==> config.mk <==
export PLATFORM = sky130hd
export DESIGN_NAME = udma_burst_dev
export DESIGN_NICKNAME = d
export VERILOG_FILES = /design/src/rtl/udma_burst_pkg.sv /design/src/rtl/udma_pin_sync.sv /design/src/rtl/udma_burst_ctrl.sv /design/src/rtl/udma_rd_launch.sv /design/src/rtl/udma_wr_capture.sv /design/src/rtl/udma_burst_dev.sv
export SDC_FILE = /design/constraint.sdc
export NUM_CORES = 1
export LEC_CHECK = 0
export BUFFER_PORTS_ARGS = -buffer_cell sky130_fd_sc_hd__buf_2
export CORE_MARGIN = 1.5
export CORE_UTILIZATION = 48
export CTS_CLUSTER_DIAMETER = 200
export CTS_CLUSTER_SIZE = 25
export DETAILED_ROUTE_END_ITERATION = 10
export GPL_ROUTABILITY_DRIVEN = 0
export PLACE_DENSITY_LB_ADDON = 0.1
export SYNTH_ARGS = -nofsm -noshare
export SYNTH_HDL_FRONTEND = slang
export SYNTH_SLANG_ARGS = --single-unit
==> constraint.sdc <==
create_clock -name clk -period 3.6 [get_ports clk]
set_clock_uncertainty 0.2 [all_clocks]
set_input_delay 0 -clock clk [delete_from_list [all_inputs] [get_ports clk]]
set_output_delay 0 -clock clk [all_outputs]
set_load 0.005 [all_outputs]
==> src/rtl/udma_burst_pkg.sv <==
package udma_burst_pkg;
  typedef enum logic [1:0] {
    ST_IDLE  = 2'd0,
    ST_REQ   = 2'd1,
    ST_BURST = 2'd2,
    ST_DRAIN = 2'd3
  } burst_state_e;
endpackage

==> src/rtl/udma_pin_sync.sv <==
module udma_pin_sync #(
  parameter int W      = 1,
  parameter int STAGES = 2
) (
  input  logic         clk,
  input  logic         rst,
  input  logic [W-1:0] d,
  output logic [W-1:0] q
);
  logic [STAGES-1:0][W-1:0] chain;

  always_ff @(posedge clk) begin
    if (rst) begin
      chain <= '0;
    end else begin
      chain[0] <= d;
      for (int i = 1; i < STAGES; i++) chain[i] <= chain[i-1];
    end
  end

  assign q = chain[STAGES-1];
endmodule

==> src/rtl/udma_burst_ctrl.sv <==
module udma_burst_ctrl
  import udma_burst_pkg::*;
(
  input  logic         clk,
  input  logic         rst,
  input  logic         mode_en,
  input  logic         cmd_act,
  input  logic         cmd_in,
  input  logic         dev_req,
  input  logic         ack_s,
  input  logic         stop_s,
  input  logic         launch_busy,
  output burst_state_e state,
  output logic         dir_in,
  output logic         dmarq,
  output logic         halt
);
  logic go;
  assign go   = mode_en & cmd_act & dev_req;
  // a burst wants to end: host stop or device withdrawal
  assign halt = (state == ST_BURST) & (stop_s | ~dev_req);

  always_ff @(posedge clk) begin
    if (rst) begin
      state  <= ST_IDLE;
      dmarq  <= 1'b0;
      dir_in <= 1'b0;
    end else begin
      case (state)
        ST_IDLE: begin
          if (go) begin
            state  <= ST_REQ;
            dmarq  <= 1'b1;
            dir_in <= cmd_in;
          end
        end
        ST_REQ: begin
          if (!go) begin
            state <= ST_IDLE;
            dmarq <= 1'b0;
          end else if (ack_s) begin
            state <= ST_BURST;
          end
        end
        ST_BURST: begin
          if (!ack_s && !launch_busy) begin
            state <= ST_IDLE;
            dmarq <= 1'b0;
          end else if (halt && !launch_busy) begin
            state <= ST_DRAIN;
            dmarq <= 1'b0;
          end
        end
        ST_DRAIN: begin
          if (!ack_s) state <= ST_IDLE;
        end
        default: begin
          state <= ST_IDLE;
          dmarq <= 1'b0;
        end
      endcase
    end
  end
endmodule

==> src/rtl/udma_rd_launch.sv <==
module udma_rd_launch #(
  parameter int DATA_W = 16
) (
  input  logic              clk,
  input  logic              rst,
  input  logic              clear,
  input  logic              run,
  input  logic              halt,
  input  logic              rdy,
  input  logic              src_valid,
  input  logic [DATA_W-1:0] src_data,
  output logic              src_pop,
  output logic              busy,
  output logic              strobe,
  output logic [DATA_W-1:0] dout
);
  logic pend;

  // ready gates only the start of a new word; a loaded word always completes
  assign src_pop = run & ~halt & rdy & src_valid & ~pend;
  assign busy    = pend;

  always_ff @(posedge clk) begin
    if (rst) begin
      pend   <= 1'b0;
      strobe <= 1'b0;
      dout   <= '0;
    end else if (clear) begin
      pend   <= 1'b0;
      strobe <= 1'b0;
    end else if (src_pop) begin
      dout <= src_data;
      pend <= 1'b1;
    end else if (pend) begin
      strobe <= ~strobe;
      pend   <= 1'b0;
    end
  end
endmodule

==> src/rtl/udma_wr_capture.sv <==
module udma_wr_capture #(
  parameter int DATA_W     = 16,
  parameter int FREE_W     = 5,
  parameter int PAUSE_FREE = 2
) (
  input  logic              clk,
  input  logic              rst,
  input  logic              run,
  input  logic              stb_s,
  input  logic [DATA_W-1:0] data_s,
  input  logic [FREE_W-1:0] free,
  output logic              push,
  output logic [DATA_W-1:0] word,
  output logic              ready
);
  logic stb_q;
  logic stb_edge;

  assign stb_edge = stb_s ^ stb_q;

  always_ff @(posedge clk) begin
    if (rst) begin
      stb_q <= 1'b0;
      push  <= 1'b0;
      word  <= '0;
      ready <= 1'b0;
    end else begin
      stb_q <= stb_s;
      push  <= run & stb_edge;
      if (run && stb_edge) word <= data_s;
      ready <= run & (free > FREE_W'(PAUSE_FREE));
    end
  end
endmodule

==> src/rtl/udma_burst_dev.sv <==
module udma_burst_dev
  import udma_burst_pkg::*;
#(
  parameter int DATA_W      = 16,
  parameter int ADDR_W      = 11,
  parameter int SEL_W       = 3,
  parameter int SYNC_STAGES = 2,
  parameter int FREE_W      = 5,
  parameter int PAUSE_FREE  = 2
) (
  input  logic              clk,
  input  logic              rst,
  input  logic              udma_mode_en,
  input  logic              cmd_dma_active,
  input  logic              cmd_dir_in,
  input  logic              int_dma_req,
  input  logic [ADDR_W-1:0] addr_pin,
  output logic [SEL_W-1:0]  reg_addr,
  input  logic              pin_dmack,
  input  logic              pin_stop,
  input  logic              pin_hrdy_hstb,
  input  logic [DATA_W-1:0] pin_data_in,
  output logic              pin_dmarq,
  output logic              pin_drdy_dstb,
  output logic [DATA_W-1:0] pin_data_out,
  output logic              pin_data_oe,
  output logic              burst_on,
  input  logic [DATA_W-1:0] rd_data,
  input  logic              rd_valid,
  output logic              rd_pop,
  output logic [DATA_W-1:0] wr_data,
  output logic              wr_push,
  input  logic [FREE_W-1:0] wr_free
);
  localparam int SYNC_W = DATA_W + 3;

  logic [SYNC_W-1:0] sync_d, sync_q;
  logic              ack_s, stop_s, hpin_s;
  logic [DATA_W-1:0] data_s;
  burst_state_e      state;
  logic              dir_in, halt, launch_busy, dstb, ddmardy;
  logic              run_rd, run_wr, clear_rd;
  logic              unused_addr_hi;

  always_ff @(posedge clk) begin
    if (rst) reg_addr <= '0;
    else     reg_addr <= addr_pin[SEL_W-1:0];
  end
  assign unused_addr_hi = ^addr_pin[ADDR_W-1:SEL_W];

  assign sync_d = {pin_dmack, pin_stop, pin_hrdy_hstb, pin_data_in};

  udma_pin_sync #(.W(SYNC_W), .STAGES(SYNC_STAGES)) i_sync (
    .clk(clk), .rst(rst), .d(sync_d), .q(sync_q)
  );
  assign {ack_s, stop_s, hpin_s, data_s} = sync_q;

  udma_burst_ctrl i_ctrl (
    .clk(clk), .rst(rst), .mode_en(udma_mode_en), .cmd_act(cmd_dma_active),
    .cmd_in(cmd_dir_in), .dev_req(int_dma_req), .ack_s(ack_s), .stop_s(stop_s),
    .launch_busy(launch_busy), .state(state), .dir_in(dir_in), .dmarq(pin_dmarq),
    .halt(halt)
  );

  assign run_rd   = (state == ST_BURST) & dir_in;
  assign run_wr   = (state == ST_BURST) & ~dir_in;
  assign clear_rd = (state == ST_IDLE) | (state == ST_REQ);

  udma_rd_launch #(.DATA_W(DATA_W)) i_rd (
    .clk(clk), .rst(rst), .clear(clear_rd), .run(run_rd), .halt(halt),
    .rdy(hpin_s), .src_valid(rd_valid), .src_data(rd_data), .src_pop(rd_pop),
    .busy(launch_busy), .strobe(dstb), .dout(pin_data_out)
  );

  udma_wr_capture #(.DATA_W(DATA_W), .FREE_W(FREE_W), .PAUSE_FREE(PAUSE_FREE)) i_wr (
    .clk(clk), .rst(rst), .run(run_wr), .stb_s(hpin_s), .data_s(data_s),
    .free(wr_free), .push(wr_push), .word(wr_data), .ready(ddmardy)
  );

  assign burst_on    = (state == ST_BURST);
  assign pin_data_oe = run_rd;

  // device pin role: strobe on reads (held through drain), ready on writes
  always_comb begin
    if (dir_in)
      pin_drdy_dstb = ((state == ST_BURST) || (state == ST_DRAIN)) ? dstb : 1'b0;
    else
      pin_drdy_dstb = (state == ST_BURST) ? ddmardy : 1'b0;
  end
endmodule

== Yosys cells after proc, flatten, opt, wreduce, memory -nomap -nowiden ==
Cells that the tools add are included.

* Output and inout bits: 41
* Register bits after elaboration: 82

* Equality and inequality tests: 8
* Reductions and logical operators: 14
* Multiplexer cells: 16
* Bitwise logic cells: 21
* $lt $le $gt $ge: 1

{| class="wikitable"
|+ Operators by type and width
! cell !! count
|-
| two-way mux 2 bit || 6
|-
| bitwise AND 1 bit || 11
|-
| two-way mux 1 bit || 8
|-
| one-hot mux 2 bit (4 select lines) || 1
|-
| AND reduction 4 bit || 2
|-
| NOT 1 bit || 7
|-
| AND reduction 2 bit || 3
|-
| greater-than comparator 5 x 2 -> 1 bit (second input constant) || 1
|-
| equality test 2 bit (second input constant) || 2
|-
| != test 2 bit (second input constant) || 2
|-
| logical AND 1 bit || 3
|-
| != test 3 x 1 -> 1 bit (second input constant) || 1
|-
| != test 3 bit (second input constant) || 1
|-
| one-hot mux 1 bit (3 select lines) || 1
|-
| nonzero test 3 bit || 1
|-
| equality test 2 x 1 -> 1 bit (second input constant) || 1
|-
| zero test 1 bit || 2
|-
| zero test 2 bit || 1
|-
| != test 2 x 1 -> 1 bit (second input constant) || 1
|-
| OR 1 bit || 2
|-
| OR reduction 2 bit || 1
|-
| logical OR 1 bit || 1
|-
| XOR 1 bit || 1
|}

== Depth between registers and ports, before layout ==
Gate-level depths: netlist of run 1.

* Depth after elaboration: 10
* Depth in mapped cells: 8
* Gate-level depth less buffers: 6

== Modules after synthesis ==
Synthesis of run 1 repeated with hierarchy kept, for this count alone.

* Cell total of the unflattened synthesis: 302
* Area total of the unflattened synthesis: 3488.3 um^2

{| class="wikitable"
|+ Modules (own cells, without submodules)
! module !! area an instance (um^2) !! sequential area each (um^2) !! cells an instance !! times used
|-
| udma_pin_sync || 1355.0 || 760.7 || 99 || 1
|-
| udma_wr_capture || 840.8 || 380.4 || 81 || 1
|-
| udma_rd_launch || 835.8 || 360.3 || 77 || 1
|-
| udma_burst_ctrl || 332.8 || 80.1 || 33 || 1
|-
| udma_burst_dev || 123.9 || 60.1 || 12 || 1
|}

== Worst setup path before layout of run 1 ==
Ideal clock, no wire load.

* Kind: reg2reg
* From: reg i_ctrl.state[0]
* To: reg i_rd.dout[6]
* Cell stages (with the launch flop): 9
* Path buffers: 2
* Slack: 1.628 ns
* Setup time: 0.128 ns
* Clock period less this slack: 1.972 ns
* Arrival time: 1.644 ns
* Path through: dfxtp_1 > inv_1 > ha_1 > nand4b_1 > nor4_1 > buf_4 > buf_12 > mux2i_1 > nor2_1

* Cells in the longest elaborated chain, start to end: 8

{| class="wikitable"
|+ RTL lines
! what !! line !! RTL
|-
| from (decl) || udma_burst_ctrl.sv:13 || <nowiki>output burst_state_e state,</nowiki>
|-
| from (signal assigned) || udma_burst_ctrl.sv:25 || <nowiki>state <= ST_IDLE;</nowiki>
|-
| from (signal assigned) || udma_burst_ctrl.sv:32 || <nowiki>state <= ST_REQ;</nowiki>
|-
| from (signal assigned) || udma_burst_ctrl.sv:39 || <nowiki>state <= ST_IDLE;</nowiki>
|-
| equality test 2 bit * || n/a ||
|-
| net burst_on || udma_burst_dev.sv:27 || <nowiki>output logic burst_on,</nowiki>
|-
| bitwise AND 1 bit || udma_burst_ctrl.sv:21 || <nowiki>assign halt = (state == ST_BURST) & (stop_s | ~dev_req);</nowiki>
|-
| NOT 1 bit || udma_rd_launch.sv:20 || <nowiki>assign src_pop = run & ~halt & rdy & src_valid & ~pend;</nowiki>
|-
| bitwise AND 1 bit * (4 in a row) || udma_rd_launch.sv:20 ||
|-
| AND reduction 2 bit (no source line) * || n/a ||
|-
| to (signal assigned) || udma_rd_launch.sv:32 || <nowiki>dout <= src_data;</nowiki>
|-
| to (decl) || udma_rd_launch.sv:15 || <nowiki>output logic [DATA_W-1:0] dout</nowiki>
|}

The timed path passes the listed nets; every way through them passes the cells marked *.
A chain may end at the register's enable or synchronous reset.

== Worst setup path in the final report of run 1 ==
* From: reg i_ctrl.state[0]
* To: reg i_ctrl.state[1]

* Cells in the longest elaborated chain, start to end: 5

{| class="wikitable"
|+ RTL lines
! what !! line !! RTL
|-
| equality test 2 bit || udma_burst_ctrl.sv:21, udma_burst_ctrl.sv:29 ||
|-
| bitwise AND 1 bit || udma_burst_ctrl.sv:21 ||
|-
| logical AND 1 bit || udma_burst_ctrl.sv:49 || <nowiki>end else if (halt && !launch_busy) begin</nowiki>
|-
| != test 3 x 1 -> 1 bit (no source line) || n/a ||
|-
| AND reduction 4 bit (no source line) || n/a ||
|}

Several ways; a longest one is shown, not always the timed one.

==> impl_metrics.env, run 1 <==
export IMPL_status="completed"
export IMPL_h_tree_depth=3
export IMPL_dr_first_iter_drc_count=63
export IMPL_finalCriticalPeriod_ns=2.663
export IMPL_wl_met3_um=213
export IMPL_setup_violations_final=0
export IMPL_wl_met1_um=2321
export IMPL_route_detailed_drc=0
export IMPL_grt_pass1_wl_um=8597
export IMPL_synth_compound_area_share_pct=3.364
export IMPL_ys_types=30
export IMPL_crit_path_start_kind="flop"
export IMPL_hpwl_um=3106
export IMPL_synth_top_family_by_area="simple AND/OR/NAND/NOR gates"
export IMPL_post_drt_wl_per_cell_um=11.40
export IMPL_synthMuxAreaShare_pct=12.36
export IMPL_reg2reg_depth=7
export IMPL_rsz0062_at_grt="false"
export IMPL_end_kind="flop"
export IMPL_holdWs_ns=0.06249
export IMPL_cap_violations=0
export IMPL_coreArea_mm2=0.005507
export IMPL_critPathRequiredTime_ns=3.62
export IMPL_synth_warnings=0
export IMPL_slew_headroom_pct=32.92
export IMPL_first_pass_iters=4
export IMPL_rows=27
export IMPL_hold_viol_final=0
export IMPL_cts_resized=0
export IMPL_antenna_left=0
export IMPL_worstSetupPathType="reg -> reg"
export IMPL_setup_tns_final_ns=0
export IMPL_grt_max_degree=59
export IMPL_yosysTopAreaCellShare_pct=59.64
export IMPL_dieWidth_um=78.73
export IMPL_synthArstFlopShare_pct=0
export IMPL_fin_ws_ns=0.9365
export IMPL_dp_slack_ns=1.372
export IMPL_yosysSeqAreaShare_pct=59.64
export IMPL_clk_pin_slew_ns=0.08
export IMPL_start_util_pct=49.99
export IMPL_vias_per_cell=4.560
export IMPL_cts_tree="done"
export IMPL_hold_class="in -> reg"
export IMPL_synthTopCellsByCount="dfxtp_1, nor2b_1, nor2_1"
export IMPL_dr_wl_met2_um=2606
export IMPL_ys_ff_latch=82
export IMPL_grt_antenna_before_repair=0
export IMPL_cp_arrival_ns=2.68
export IMPL_grt_pass1_vias=2048
export IMPL_clock_sinks=82
export IMPL_top_layer_used="met4"
export IMPL_grtUsageTotal_pct=17.59
export IMPL_drive_above_1_share_pct=28.31
export IMPL_fmax_ghz=0.3754
export IMPL_yosysTopAreaCell="dfxtp_1"
export IMPL_syn_inst=244
export IMPL_die_y_um=78.73
export IMPL_synth_area_leaders="dfxtp_1, mux2i_1, nor2b_1"
export IMPL_ir_drop_uv=373.8
export IMPL_clk_latency_ns=0.33
export IMPL_ys_flop_type="dfxtp_1"
export IMPL_power_density_mw_per_mm2=439.3
export IMPL_port_buffers=90
export IMPL_diodes=0
export IMPL_fin_crit_sh_pct=73.99
export IMPL_synth_xor_area_share_pct=0.6364
export IMPL_syn_area_mm2=0.002753
export IMPL_p_leak_uw=0.001672
export IMPL_wirelength_um=5209
export IMPL_vias=2084
export IMPL_power_uw=1710
export IMPL_final_util_pct=70.69
export IMPL_synth_edff_count=0
export IMPL_yosys_area_share_simple_pct=18.36
export IMPL_final_max_slew_viol_count=0
export IMPL_cts_buffers=9
export IMPL_final_nets=444
export IMPL_num_io_pins=99
export IMPL_dieArea_mm2=0.006198
export IMPL_cts_root_buffer_cell="clkbuf_8"
export IMPL_worst_pin_slew_ns=1.006
export IMPL_avgSynthCellArea_um2=11.28
export IMPL_synth_most_common_cell="dfxtp_1"
export IMPL_clockBufferDepth=2
export IMPL_synthAdderAreaFrac_pct=2.727
export IMPL_crit_fanout=8
export IMPL_gr_total_overflow=0
export IMPL_syn_nets=308
export IMPL_synthToLayoutAreaGrowth_pct=41.41
export IMPL_hold_depth=4
cells in the final DEF (no fill, tap or decap), drive strengths merged, types with 2 or more instances in the layout:
master,instances
dlygate4sd3,45
o21ai,2
clkbuf,12
ha,6
nor2,36
clkinv,2
inv,3
a21oi,2
nor4,2
nor3,2
a211oi,2
a311oi,2
mux2i,34
nand4,2
xnor2,2
buf,92
nor2b,44
dfxtp,82
metal layers:
layer / GRT usage (%) / up-vias
li1: - / 1076
met4: 6.964 / 0
met3: 4.023 / 6
met1: 18.90 / 951
met5: 0 / -
met2: 33.02 / 51
critical path: stages, from the launching register on:
cell and delay [ns]:
dfxtp_1 0.41, inv_1 0.11, ha_1 0.31, and4b_1 0.24
a221oi_2 0.38, a211oi_1 0.14, a31o_1 0.22, dlygate4sd3_1 0.54
sequential cells by signal (all words and copies together), names as in the netlist, 2 cells and up:
register / flops
i_sync.q: 19
i_wr.word: 16
reg_addr: 3
i_sync.chain: 19
i_ctrl.state: 2
i_rd.dout: 16
cell families (layout without fill, tap and decap cells):
kind of cell / Yosys count / count (layout)
buf+inv: 15 / 156
xor+xnor: 2 / 2
compound gates: 12 / 12
simple gates: 93 / 93
mux: 34 / 34
fa+ha+maj: 6 / 6
flops: 82 / 82
power breakdown:
| part | switching [µW] | leakage [µW] | internal [µW] | total (µW) |
|---|---|---|---|---|
| logic | 49.0 | 0.000906 | 75.6 | 125 |
| clock network | 304 | 0.0000966 | 340 | 645 |
| registers | 8.72 | 0.000670 | 932 | 941 |
| total | 362 | 0.00167 | 1350 | 1710 |
cell type report:
cell class	count	area (µm²)
Timing Repair Buffer	137	915.9
Fill cell	431	1614
Clock inverter	4	51.30
Multi-Input combinational cell	147	1037
Tap cell	72	90.09
Inverter	3	11.26
Sequential cell	82	1642
Clock buffer	12	145.1
repair_timing:
| item | in CTS | in global routing |
|---|---|---|
| hold buffers | 45 | 0 |
| endpoints found under the hold margin | 43 | 0 |
| buffers inserted | 0 | 0 |
path summary, 6_finish.rpt:
| kind | startpoint | to | slack [ns] |
|---|---|---|---|
| min reg2reg | i_sync.chain[16] | i_sync.q[16] | 0.23 |
| max reg2reg | i_ctrl.state[0] | i_ctrl.state[1] | 0.94 |
| max | i_ctrl.state[0] | i_ctrl.state[1] | 0.94 |
| min | cmd_dma_active | i_ctrl.dmarq | 0.06 |
metrics by stage:
stage          instances  cell area, µm²
6_report             457            3892
5_1_grt              457            3892
4_1_cts              457            3892
3_5_place_dp         396            3246
3_3_place_gp         396            3246
2_1_floorplan        244            2753
Note: power is estimated with default switching activity, not from simulation.
==> run 2: changes to the inputs <==
--- a/config.mk
+++ b/config.mk
@@ -5,6 +5,7 @@
 export SDC_FILE = /design/constraint.sdc
 export NUM_CORES = 1
 export LEC_CHECK = 0
+export ABC_AREA = 1
 export BUFFER_PORTS_ARGS = -buffer_cell sky130_fd_sc_hd__buf_2
 export CORE_MARGIN = 1.5
 export CORE_UTILIZATION = 48
==> constraint.sdc (replaced) <==
create_clock -name clk -period 2.49 [get_ports clk]
set_clock_uncertainty 0.2 [all_clocks]
set_input_delay 0 -clock clk [delete_from_list [all_inputs] [get_ports clk]]
set_output_delay 0 -clock clk [all_outputs]
set_load 0.005 [all_outputs]
==> run 2 against run 1 <==
Flip-flop and latch count unchanged; sequential share of layout area decreased by 3.5 points; worst hold slack got worse by 0.0046 ns; routed wire length increased by 15%; sequential power increased by 53%; register-to-register slack got worse by 0.81 ns.
==> impl_metrics.env, run 2 <==
export IMPL_cts_root_buffer_cell="clkbuf_8"
export IMPL_fin_area_mm2=0.004244
export IMPL_ys_types=25
export IMPL_syn_nets=413
export IMPL_yosysTopAreaCell="dfxtp_1"
export IMPL_fmax_ghz=0.4224
export IMPL_wl_met1_um=2531
export IMPL_finalCriticalPeriod_ns=2.367
export IMPL_hold_viol_final=0
export IMPL_crit_path_start_kind="flop"
export IMPL_wl_met3_um=299
export IMPL_setup_tns_final_ns=0
export IMPL_synth_area_leaders="dfxtp_1, inv_1, nor2_1"
export IMPL_regArea_mm2=0.001643
export IMPL_synthTopCellsByCount="inv_1, dfxtp_1, nor2_1"
export IMPL_end_kind="flop"
export IMPL_cap_violations=0
export IMPL_hpwl_um=3336
export IMPL_worstSetupPathType="reg -> reg"
export IMPL_combPwrFrac_pct=15.4
export IMPL_dr_wl_met2_um=3067
export IMPL_wirelength_um=5997
export IMPL_h_tree_depth=3
export IMPL_avgSynthCellArea_um2=8.507
export IMPL_vias=2462
export IMPL_dieArea_mm2=0.006667
export IMPL_grt_pass1_vias=2173
export IMPL_status="completed"
export IMPL_dieWidth_um=81.65
export IMPL_ys_flop_type="dfxtp_1"
export IMPL_yosys_area_share_simple_pct=13.57
export IMPL_synth_most_common_cell="inv_1"
export IMPL_fin_crit_sh_pct=95.07
export IMPL_port_buffers=90
export IMPL_coreArea_mm2=0.005956
export IMPL_diodes=0
export IMPL_num_io_pins=99
export IMPL_start_util_pct=49.85
export IMPL_vias_per_cell=4.304
export IMPL_nFillCells=480
export IMPL_route_detailed_drc=0
export IMPL_synthArstFlopShare_pct=0
export IMPL_cts_buffers=9
export IMPL_switchingPower_uw=778.8
export IMPL_clkPwrFrac_pct=39.6
export IMPL_post_drt_wl_per_cell_um=10.48
export IMPL_synth_xor_area_share_pct=0.2950
export IMPL_gr_total_overflow=0
export IMPL_cp_arrival_ns=2.40
export IMPL_grtUsageTotal_pct=18.76
export IMPL_final_util_pct=71.26
export IMPL_hold_class="in -> reg"
export IMPL_antenna_left=0
export IMPL_multi_input_area_um2=903.4
export IMPL_first_pass_iters=4
export IMPL_final_max_slew_viol_count=0
export IMPL_cts_setup_buffers=0
export IMPL_final_common_cell="buf_2"
export IMPL_clk_pin_slew_ns=0.08
export IMPL_clk_latency_ns=0.34
export IMPL_die_y_um=81.65
export IMPL_grt_antenna_before_repair=0
export IMPL_grt_pass1_wl_um=9280
export IMPL_final_cell_mix="buf_2, inv_1, dfxtp_1"
export IMPL_cts_tree="done"
export IMPL_p_leak_uw=0.002032
export IMPL_dr_first_iter_drc_count=64
export IMPL_ir_drop_uv=510.4
export IMPL_critPathRequiredTime_ns=2.52
export IMPL_syn_inst=349
export IMPL_top_layer_used="met4"
export IMPL_clockBufferDepth=2
export IMPL_cellInternalPower_uw=2421
export IMPL_synth_warnings=0
export IMPL_drive_above_1_share_pct=27.36
export IMPL_synth_edff_count=0
export IMPL_synthToLayoutAreaGrowth_pct=42.94
export IMPL_placed_area_mm2=0.003415
export IMPL_ys_ff_latch=82
export IMPL_seq_power_share_pct=45.0
export IMPL_final_nets=556
export IMPL_synthAdderAreaFrac_pct=2.528
export IMPL_swShare_pct=24.34
export IMPL_yosysSeqAreaShare_pct=55.29
export IMPL_rsz0062_at_grt="false"
export IMPL_crit_fanout=5
export IMPL_syn_area_mm2=0.002969
export IMPL_power_uw=3200
export IMPL_yosysTopAreaCellShare_pct=55.29
export IMPL_worst_pin_slew_ns=0.5258
export IMPL_power_density_mw_per_mm2=753.9
export IMPL_rows=28
export IMPL_synth_compound_area_share_pct=13.95
export IMPL_slew_headroom_pct=64.91
export IMPL_synthMuxAreaShare_pct=0
export IMPL_clock_sinks=82
export IMPL_setup_violations_final=0
export IMPL_synth_top_family_by_area="buffers and inverters"
export IMPL_grt_max_degree=38
-- run 2: changes by cell type after synthesis, sizes merged, moves of 3 or more --
cell   delta
a21oi    +30
buf       +4
inv      +81
mux2i    -34
nand2    +20
nand3     +3
nor2     +27
nor2b    -44
o21ai    +33
-- run 2: cell families (layout without fill, tap and decap cells) --
kind of cell	count (synthesis)	in the layout
adders and majority gates	6	6
DFF	82	82
and+or+nand+nor	92	92
buffers and inverters	99	247
AOI/OAI and AO/OA	69	69
xor gates and xnor gates	1	1
-- run 2: path summary, 6_finish.rpt --
check,start,endpoint,slack [ns],depth (start not counted)
worst min register to register,i_sync.chain[7],i_sync.q[7],0.20,2
worst max register to register,i_ctrl.state[0],i_ctrl.dir_in,0.12,7
worst max-delay path,i_ctrl.state[0],i_ctrl.dir_in,0.12,7
worst min-delay path,udma_mode_en,i_ctrl.state[1],0.06,7
-- run 2: final cells by class --
type / count / area share [%]
clock buffers: 10 / 3.243
inverters: 85 / 7.547
well taps: 75 / 2.211
flip-flops and latches: 82 / 38.71
repair buffers: 146 / 23.76
clock inverters: 6 / 3.243
multi-input cells: 168 / 21.29
-- run 2: stage by stage --
stage	instances	setup slack (ns)	hold WS [ns]
final	572	0.1226	0.05786
after detailed placement	501	0.4065	0.006724
after floorplan	349	0.8702	-0.09303
after global placement	501	0.4821	-0.002068
after CTS	572	0.06405	0.05812
after global routing	572	0.005569	0.09983
-- run 2: power by group through the flow --
stage                     Clock, µW  Combinational [µW]  Sequential (µW)
after global placement            0                 407             1460
after floorplan                   0                 292             1460
after CTS                      1290                 488             1440
after global routing           1360                 566             1450
after detailed placement          0                 420             1470
final                          1270                 493             1440
-- run 2: metal layers --
metal / vias up / track usage [%]
li1: 1327 / -
met2: 63 / 34.21
met4: 0 / 9.661
met1: 1062 / 19.67
met3: 10 / 5.000
met5: - / 0
-- run 2: critical path, cell delays in order (launching register included) --
cell	delay [ns]
dfxtp_1	0.36
inv_2	0.10
ha_2	0.22
inv_1	0.06
nor3_1	0.15
dlygate4sd3_1	0.57
nor2_1	0.05
dlygate4sd3_1	0.55
-- run 2: repair_timing --
action | 4_1_cts | 5_1_grt
endpoints found under the setup margin | 0 | 1
endpoints found under the hold margin | 50 | 0
hold buffers | 55 | 0
gates resized for setup | 0 | 4
==> run 3: changes to the inputs <==
--- a/config.mk
+++ b/config.mk
@@ -9,6 +9,7 @@
 export BUFFER_PORTS_ARGS = -buffer_cell sky130_fd_sc_hd__buf_2
 export CORE_MARGIN = 1.5
 export CORE_UTILIZATION = 48
+export CTS_BUF_LIST = sky130_fd_sc_hd__clkbuf_2
 export CTS_CLUSTER_DIAMETER = 200
 export CTS_CLUSTER_SIZE = 25
 export DETAILED_ROUTE_END_ITERATION = 10
==> constraint.sdc (replaced) <==
create_clock -name clk -period 2.4 [get_ports clk]
set_clock_uncertainty 0.2 [all_clocks]
set_input_delay 0 -clock clk [delete_from_list [all_inputs] [get_ports clk]]
set_output_delay 0 -clock clk [all_outputs]
set_load 0.005 [all_outputs]
==> run 3 against run 2 <==
Global-route usage rose by 2.2 points; non-clock buffer count increased by 33; routed wire length grew 11%; sequential share of layout area is 1.8 points lower; first-iteration DRC count shrank 14%; die area unchanged; worst hold slack improved by 0.039 ns; core utilization grew 3.4 points; cell count grew 5.8%; register-to-register slack better by 0.06 ns; fmax increased by 6.8%.
==> impl_metrics.env, run 3 (synthesis results as in run 2) <==
export IMPL_end_kind="flop"
export IMPL_crit_path_start_kind="flop"
export IMPL_start_util_pct=49.85
export IMPL_crit_cells=11
export IMPL_clk_latency_ns=0.48
export IMPL_dieArea_mm2=0.006667
export IMPL_cp_arrival_ns=2.46
export IMPL_cap_violations=0
export IMPL_status="completed"
export IMPL_dp_slack_ns=0.3220
export IMPL_die_y_um=81.65
export IMPL_cpPeakStageDelay_ns=0.58
export IMPL_fin_ws_ns=0.1841
export IMPL_gr_total_overflow=0
export IMPL_crit_top_cell="nand2_1"
export IMPL_worstSetupPathType="reg -> reg"
export IMPL_final_common_cell="buf_2"
export IMPL_dp_cells=502
export IMPL_vias_per_cell=4.326
export IMPL_cts_buffers=9
export IMPL_rsz0062_at_grt="false"
export IMPL_antenna_left=0
export IMPL_r2r_start="i_ctrl.state[0]"
export IMPL_coreArea_mm2=0.005956
export IMPL_final_nets=589
export IMPL_ir_drop_uv=472.3
export IMPL_dr_first_iter_drc_count=55
export IMPL_power_uw=2904
export IMPL_reg2reg_depth=11
export IMPL_fin_cells=605
export IMPL_crit_path_cell_trace="inv_1 -> ha_2 -> inv_1 -> nor2_2 -> nand2_1 -> nand2_1 -> nor2_1 -> dlygate4sd3_1 -> nand2_1 -> nand2_1 -> nor2_1"
export IMPL_crit_fanout=5
export IMPL_grt_antenna_before_repair=0
export IMPL_nFillCells=446
export IMPL_grt_pass1_wl_um=10470
export IMPL_hold_depth=4
export IMPL_clk_pin_slew_ns=0.23
export IMPL_cp_num_buf_inv=3
export IMPL_clock_sinks=82
export IMPL_hold_viol_final=0
export IMPL_cts_tree="done"
export IMPL_dieWidth_um=81.65
export IMPL_crit_family="buffers and inverters"
export IMPL_diodes=0
export IMPL_vias=2617
export IMPL_slew_headroom_pct=65.61
export IMPL_hold_class="in -> reg"
export IMPL_crit_start="i_ctrl.state[0]"
export IMPL_grtUsageTotal_pct=20.94
export IMPL_power_density_mw_per_mm2=653.4
export IMPL_setup_violations_final=0
export IMPL_hp_start="rd_data[7]"
export IMPL_final_max_slew_viol_count=0
export IMPL_final_cell_mix="buf_2, dlygate4sd3_1, inv_1"
export IMPL_fmax_ghz=0.4513
export IMPL_finalCriticalPeriod_ns=2.216
export IMPL_num_io_pins=99
export IMPL_post_drt_wl_per_cell_um=11.00
export IMPL_grt_max_degree=38
export IMPL_cts_root_buffer_cell="clkbuf_2"
export IMPL_h_tree_depth=3
export IMPL_worst_pin_slew_ns=0.5152
export IMPL_critPathRequiredTime_ns=2.65
export IMPL_first_pass_iters=4
export IMPL_port_buffers=90
export IMPL_cp_slowest_cell="dlygate4sd3_1"
export IMPL_synthToLayoutAreaGrowth_pct=49.68
export IMPL_setup_tns_final_ns=0
export IMPL_clockBufferDepth=2
export IMPL_hpwl_um=3481
export IMPL_rows=28
export IMPL_final_util_pct=74.62
export IMPL_drive_above_1_share_pct=25.47
export IMPL_grt_pass1_vias=2431
export IMPL_fin_crit_sh_pct=92.33
export IMPL_wirelength_um=6658
export IMPL_p_leak_uw=0.002124
export IMPL_route_detailed_drc=0
run 3: cell types whose count changed in the layout (fill, tap and decap cells not counted), moves of 2 or more:
| cell | before | now |
|---|---|---|
| dlygate4sd3_1 | 55 | 87 |
| clkbuf_8 | 10 | 0 |
| clkbuf_2 | 0 | 9 |
| bufinv_16 | 4 | 2 |
| clkinvlp_4 | 0 | 2 |
| inv_1 | 82 | 84 |
| inv_2 | 2 | 0 |
| inv_6 | 0 | 2 |
run 3: worst min-delay path: cells and delay by family:
| family | cells | cell delay [ns] |
|---|---|---|
| buffers and inverters | 2 | 0.62 |
| AOI/OAI and AO/OA | 2 | 0.16 |
run 3: area by class of cell:
| class | count | area (µm²) | share of cell area, % |
|---|---|---|---|
| clock buffers | 9 | 45.04 | 1.014 |
| clock inverters | 7 | 101.3 | 2.280 |
| inverters | 85 | 320.3 | 7.207 |
| multi-input cells | 168 | 905.9 | 20.38 |
| flip-flops and latches | 82 | 1642 | 36.94 |
| well taps | 75 | 93.84 | 2.111 |
| repair buffers | 179 | 1336 | 30.07 |
run 3: worst paths after layout:
| path | to | slack [ns] |
|---|---|---|
| worst max-delay path | i_ctrl.dmarq | 0.18 |
| worst min-delay path | i_rd.dout[7] | 0.1 |
| worst max register to register | i_ctrl.dmarq | 0.18 |
| worst min register to register | i_sync.q[13] | 0.21 |
run 3: per-layer routing:
layer	GRT usage, %	up-vias	wire, µm
met2	39.09	57	3369
li1	-	1392	-
met1	22.72	1162	2909
met5	0	-	0
met4	8.644	0	74
met3	4.556	6	305
run 3: power by group:
group / internal (µW) / switching, µW / leakage [µW] / total, µW
Clock: 354 / 482 / 0.0000791 / 836
Combinational: 283 / 291 / 0.00137 / 574
Sequential: 1450 / 46.6 / 0.000671 / 1490
run 3: timing repair:
action / 4_1_cts / 5_1_grt
endpoints found under the hold margin: 65 / 0
hold buffers: 87 / 0
resized for setup: 0 / 2
endpoints found under the setup margin: 0 / 1
setup buffers: 0 / 0
run 3: through the flow:
stage,instance area [µm²],hold WS [ns]
5_1_grt,4444,0.04653
6_report,4444,0.09637
2_1_floorplan,2969,-0.09303
4_1_cts,4439,0.03402
3_3_place_gp,3422,-0.001948
3_5_place_dp,3422,0.005121
